$ cat config.mk
export PLATFORM = sky130hd
export DESIGN_NAME = txerr_inject
export DESIGN_NICKNAME = d
export VERILOG_FILES = /design/src/rtl/txerr_pkg.sv /design/src/rtl/txerr_ctrl.sv /design/src/rtl/txerr_line.sv /design/src/rtl/txerr_inject.sv
export SDC_FILE = /design/constraint.sdc
export NUM_CORES = 1
export LEC_CHECK = 0
export CAP_MARGIN = 20
export CORE_AREA = 4 4 41 43
export CTS_BUF_LIST = sky130_fd_sc_hd__clkbuf_8 sky130_fd_sc_hd__clkbuf_16
export DETAILED_ROUTE_END_ITERATION = 10
export DIE_AREA = 0 0 45 47
export SLEW_MARGIN = 30
export SYNTH_ARGS = -nofsm -noshare
export SYNTH_HDL_FRONTEND = slang
export SYNTH_HIERARCHICAL = 1
export SYNTH_SLANG_ARGS = --single-unit
$ cat constraint.sdc
create_clock -name clk -period 1.6 [get_ports clk]
set_input_delay 0.32 -clock clk [delete_from_list [all_inputs] [get_ports clk]]
set_output_delay 0.32 -clock clk [all_outputs]
set_load 0.005 [all_outputs]
$ cat src/rtl/txerr_pkg.sv
package txerr_pkg;
  // Strobes from control to datapath for one bit period
  typedef struct packed {
    logic mark;     // encoded bit after any frame/CRC inversion
    logic violate;  // send this mark with the previous polarity
  } lineStrobe_t;
endpackage

$ cat src/rtl/txerr_ctrl.sv
module txerr_ctrl
  import txerr_pkg::*;
(
  input  logic        clk,
  input  logic        rstN,
  input  logic        txBit,
  input  logic        frameSlot,
  input  logic        crcSlot,
  input  logic        e1Mode,
  input  logic        reqLcv,
  input  logic        reqFrame,
  input  logic        reqCrc,
  input  logic        prevMark,
  output lineStrobe_t strobe,
  output logic        pendLcv,
  output logic        pendFrame,
  output logic        pendCrc
);
  logic frameHit, crcHit, lcvFirstDone, lcvFinish;

  assign frameHit = frameSlot && pendFrame;
  assign crcHit   = crcSlot && pendCrc;

  always_comb begin
    strobe.mark    = txBit ^ (frameHit | crcHit);
    strobe.violate = pendLcv && strobe.mark && (e1Mode || prevMark);
  end

  assign lcvFinish = strobe.violate && (!e1Mode || lcvFirstDone);

  always_ff @(posedge clk or negedge rstN) begin
    if (!rstN) begin
      pendFrame    <= 1'b0;
      pendCrc      <= 1'b0;
      pendLcv      <= 1'b0;
      lcvFirstDone <= 1'b0;
    end else begin
      pendFrame <= frameHit ? 1'b0 : (pendFrame | reqFrame);
      pendCrc   <= crcHit   ? 1'b0 : (pendCrc | reqCrc);
      if (lcvFinish) begin
        pendLcv      <= 1'b0;
        lcvFirstDone <= 1'b0;
      end else if (strobe.violate) begin
        lcvFirstDone <= 1'b1;
      end else begin
        pendLcv <= pendLcv | reqLcv;
      end
    end
  end

  p_req_latch_r3: assert property (@(posedge clk) disable iff (!rstN)
    (reqFrame && !frameHit) |=> pendFrame);
  p_frame_clear_r5: assert property (@(posedge clk) disable iff (!rstN)
    frameHit |=> !pendFrame);
  p_crc_clear_r6: assert property (@(posedge clk) disable iff (!rstN)
    crcHit |=> !pendCrc);
  p_t1_pair_r7: assert property (@(posedge clk) disable iff (!rstN)
    (strobe.violate && !e1Mode) |-> prevMark);
  p_slots_apart_r10: assert property (@(posedge clk) disable iff (!rstN)
    !(frameSlot && crcSlot));
endmodule

$ cat src/rtl/txerr_line.sv
module txerr_line
  import txerr_pkg::*;
#(
  parameter bit FIRST_MARK_POS = 1'b1
) (
  input  logic        clk,
  input  logic        rstN,
  input  lineStrobe_t strobe,
  output logic        prevMark,
  output logic        linePos,
  output logic        lineNeg
);
  logic lastPol;  // 1 when the last mark went out positive
  logic nextPol;

  assign nextPol = strobe.violate ? lastPol : !lastPol;

  always_ff @(posedge clk or negedge rstN) begin
    if (!rstN) begin
      lastPol  <= !FIRST_MARK_POS;
      prevMark <= 1'b0;
      linePos  <= 1'b0;
      lineNeg  <= 1'b0;
    end else begin
      prevMark <= strobe.mark;
      if (strobe.mark) begin
        linePos <= nextPol;
        lineNeg <= !nextPol;
        lastPol <= nextPol;
      end else begin
        linePos <= 1'b0;
        lineNeg <= 1'b0;
      end
    end
  end

  p_rails_exclusive_r2: assert property (@(posedge clk) disable iff (!rstN)
    !(linePos && lineNeg));
  p_zero_quiet_r2: assert property (@(posedge clk) disable iff (!rstN)
    !strobe.mark |=> (!linePos && !lineNeg));
  p_same_pol_r7: assert property (@(posedge clk) disable iff (!rstN)
    (strobe.mark && strobe.violate) |=> (linePos == $past(lastPol)));
  p_alternate_r9: assert property (@(posedge clk) disable iff (!rstN)
    (strobe.mark && !strobe.violate) |=> (linePos != $past(lastPol)));
endmodule

$ cat src/rtl/txerr_inject.sv
module txerr_inject
  import txerr_pkg::*;
#(
  parameter bit FIRST_MARK_POS = 1'b1
) (
  input  logic clk,
  input  logic rstN,
  input  logic txBit,
  input  logic frameSlot,
  input  logic crcSlot,
  input  logic e1Mode,
  input  logic reqLcv,
  input  logic reqFrame,
  input  logic reqCrc,
  output logic linePos,
  output logic lineNeg,
  output logic pendLcv,
  output logic pendFrame,
  output logic pendCrc
);
  lineStrobe_t strobe;
  logic        prevMark;

  txerr_ctrl u_ctrl (
    .clk(clk), .rstN(rstN), .txBit(txBit), .frameSlot(frameSlot),
    .crcSlot(crcSlot), .e1Mode(e1Mode), .reqLcv(reqLcv),
    .reqFrame(reqFrame), .reqCrc(reqCrc), .prevMark(prevMark),
    .strobe(strobe), .pendLcv(pendLcv), .pendFrame(pendFrame),
    .pendCrc(pendCrc)
  );

  txerr_line #(.FIRST_MARK_POS(FIRST_MARK_POS)) u_line (
    .clk(clk), .rstN(rstN), .strobe(strobe), .prevMark(prevMark),
    .linePos(linePos), .lineNeg(lineNeg)
  );
endmodule

==> impl.org <==
** Run status
- The flow ran to the end, and the final reports show no timing, DRC or antenna violations.

** Place
- Counting tap cells, the placed design contains a total of 54 instances.
- Worst setup timing slack at the placement stage :: -0.122 ns
- Buffers placed on the I/O ports in this run total 13.
- Once detailed placement completed, the half-perimeter wirelength came to between 600 and 700 um.
- Final RePlAce weighted congestion :: slightly below 0.7

** Setup path
- Highest net fanout along the worst path :: 3
- CP arrival :: 1.60 ns
- Startpoint Class :: primary input
- Critical path class :: in -> reg
- For the worst setup path, the data required time is about 1.7 ns.
- STA classifies the critical path endpoint as a flop.

** Route
- Initial DRT Pass Iterations :: 3
- In the final routed layout, each cell accounts on average for between 10 and 15 um.
- DRC violation count after routing :: 0
- Met2 routed WL :: 461 um
- Highest metal layer with signal wires :: met3
- Vias :: approximately 250
- After detailed routing, the wire length on met1 is about 240 um.
- DRT iter0 DRCs :: 1
- Wire segments on met3 add up to between 10 and 15 um in the final route.
- Final wirelength :: about 700 um
- In this run the remaining antenna-violating nets after routing total 0.
- After detailed routing, the number of vias per cell comes to about 4.4.

** Clocking
- Buffer levels on the longest clock path :: 2
- Number of buffers inserted for hold repair after clock tree synthesis :: 0
- Worst-path clk slew :: about 0.04 ns
- CTS built an H-tree with a depth of 1.
- Inserted Clock Buffers :: 3
- Buffer cell driving the clock tree root :: sky130_fd_sc_hd__clkbuf_8
- Gates resized during post-CTS repair numbered 0.
- In this run the post-CTS setup repair buffer count came out at 0.
- At the later pin of the worst-skew pair, clock insertion delay measures between 0.2 and 0.25 ns.
- TritonCTS built the clock tree.
- The clock net in this run drives a total of 8 sinks.

** Synthesis
- In this run, distinct cell masters in the synthesized netlist total 14.
- In this run the cell area of the synthesized design comes to around 340 um2.
- Net count after synthesis :: 34
- Synthesis handed over a netlist of 25 instances.
- Largest family of logic cells by synthesized area :: multiplexers
- Synth Area in XOR/XNOR :: 9.96%
- The synthesized netlist devotes 8.12% of its cell area to simple gates.
- After synthesis, the mean cell area works out to roughly 14 um2.
- Fraction of the mapped netlist area in compound gates :: approximately 8.5%
- Warnings, synthesis :: 6
- After synthesis the netlist holds a flip-flop and latch count of 8.
- Fraction of the yosys area taken by sequential cells :: between 50% and 60%
- Proportion of synthesized area in mux cells :: between 10% and 20%
- Summing the areas of all fa, ha and maj instances in the mapped netlist gives 0% of the synthesized area.

** Cells and area
- The number of antenna diodes in the final layout is 0.
- In the layout the commonest cells are 13 x sky130_fd_sc_hd__clkdlybuf4s50_1, 8 x sky130_fd_sc_hd__dfrtp_1, 3 x sky130_fd_sc_hd__clkbuf_8, 3 x sky130_fd_sc_hd__mux2i_1.
- Fraction of final layout cells sized beyond drive strength 1 :: between 10% and 20%
- The area growth from synthesis to layout is 58.3%.
- Final standard cell count with taps included and fillers excluded :: 57
- Total area of multi-input combinational cells :: roughly 130 um2
- The library cell used most frequently in the layout, excluding fill and tap cells, is sky130_fd_sc_hd__clkdlybuf4s50_1.
- The net count of the finished layout is 53.
- Filler Cells Inserted :: 136
- Reg area :: about 200 um2

** Timing
- For this run, the top clock speed supported by timing is between 600 and 700 MHz.
- Setup violations remaining at the end of the flow were counted as 0.
- Final setup TNS :: 0 ns
- Final hold viol count :: 0
- Slew margin rel. :: roughly three quarters
- The count of pins over their slew limit came to 0.
- The tightest hold path in the finished design has a slack of roughly 0.38 ns.
- In the finished design, the share of the clock period the worst path needs comes to between 90% and 100%.
- Fin Clk Skew :: between 0.0006 and 0.0007 ns
- Worst Slack Setup Final :: between 0.1 and 0.15 ns
- Tightest Pin Transition :: 0.358 ns
- Setup repair after global routing left no endpoint under its margin.
- Final period demand of the worst path :: approximately 1.5 ns

** Die
- Floorplan row count :: 13
- Height of the die :: ~47 um
- The floorplan step defined a core boundary enclosing ~1300 um2.
- Number of top-level pins :: 14
- For this configuration, the core starts out at a cell density of a little over a quarter.
- Die W :: ~45 um
- Floorplan die area :: between 2000 and 2500 um2

** Pwr
- Peak ir drop on the vdd network :: 0.640 mV
- The analysis attributes to cell leakage a power of 0.240 nW.
- For this design the ratio of total power to cell area is approximately 1500 nW/um2.
- Total power of the final layout :: 0.000805 W

** Global route
- Global-route total usage across every layer :: 7.98%
- Global routing finished with a remaining overflow of 0.
- The via count of the first global-routing pass came to roughly 280.
- Wire length of the first global-routing pass :: between 1000 and 1500 um
- Initial antenna violation count :: 0
- Maximum number of pins on one net before global-route repair :: 9

** Flow run
- Number of maximum-capacitance violations :: 0

** Worst hold path
- The tightest min-delay check is of the in -> async type.
-- cell families (layout without fill, tap and decap cells) --
family	after synthesis	in the layout
muxes	4	4
xor gates and xnor gates	3	3
DFF	8	8
AOI/OAI and AO/OA	3	3
and+or+nand+nor	5	5
buffers and inverters	2	19
-- worst max-delay path, cell delays in order --
cell and delay [ns]:
sky130_fd_sc_hd__clkdlybuf4s50_1 0.43, sky130_fd_sc_hd__a22oi_2 0.20, sky130_fd_sc_hd__xnor2_2 0.14, sky130_fd_sc_hd__o211a_1 0.23
sky130_fd_sc_hd__xnor2_1 0.11, sky130_fd_sc_hd__and2_1 0.16
-- cell type report --
cell class                 instances  area share (%)
sequential                         8            37.3
timing repair buffer              14            25.6
multi-input combinational         15            24.5
clock buffer                       3            7.69
tap                               15            3.50
inverter                           2            1.40
-- sequential cells by signal, indices dropped and copies added, names as in the netlist --
name                 count
u_ctrl/lcvFirstDone      1
u_ctrl/pendCrc           1
u_ctrl/pendFrame         1
u_ctrl/pendLcv           1
u_line/lastPol           1
u_line/lineNeg           1
u_line/linePos           1
u_line/prevMark          1
-- path summary, 6_finish.rpt --
path / end / slack [ns] / cells after the start / start
worst max register to register: u_line/linePos / 0.21 / 5 / u_ctrl/pendFrame
worst max-delay path: u_line/linePos / 0.11 / 6 / frameSlot
worst min register to register: u_ctrl/lcvFirstDone / 0.49 / 1 / u_ctrl/lcvFirstDone
min in group clk: u_ctrl/lcvFirstDone / 0.49 / 1 / u_ctrl/lcvFirstDone
worst min-delay path: u_ctrl/pendCrc / 0.38 / 1 / rstN
max in group asynchronous: u_line/lastPol / 0.97 / 1 / rstN
-- cell usage after synthesis, drive strengths merged --
cell type  n  area share (%)
inv        2             2.2
nor2       1             1.1
nand2b     1             1.8
mux2i      3             8.9
nand3      1             1.5
dfrtp      8              59
a31oi      1             1.8
a22oi      1             3.7
mux2       1             3.3
o211a      1             3.0
xnor2      3              10
nor2b      1             1.8
and2       1             1.8
-- layer usage --
layer / vias up / GRT usage [%]
met1: 128 / 7.26
met4: 0 / 5.26
met2: 1 / 15.3
met3: 0 / 2.30
met5: - / 0
li1: 120 / -
-- per-stage QoR --
stage / utilization (%) / instance area, um2
after floorplan: - / 339
after global placement: 38.1 / 495
after detailed placement: 38.1 / 495
after CTS: 41.3 / 537
after global routing: 41.3 / 537
final: 41.3 / 537
-- power breakdown --
part / internal, W / total, W / switching (W) / leakage (nW)
logic: 0.000164 / 0.000248 / 0.0000842 / 0.124
registers: 0.000273 / 0.000321 / 0.0000478 / 0.0950
clock network: 0.000163 / 0.000236 / 0.0000739 / 0.0216
total: 0.000599 / 0.000805 / 0.000206 / 0.240
Power figures use the tool's default switching activity.
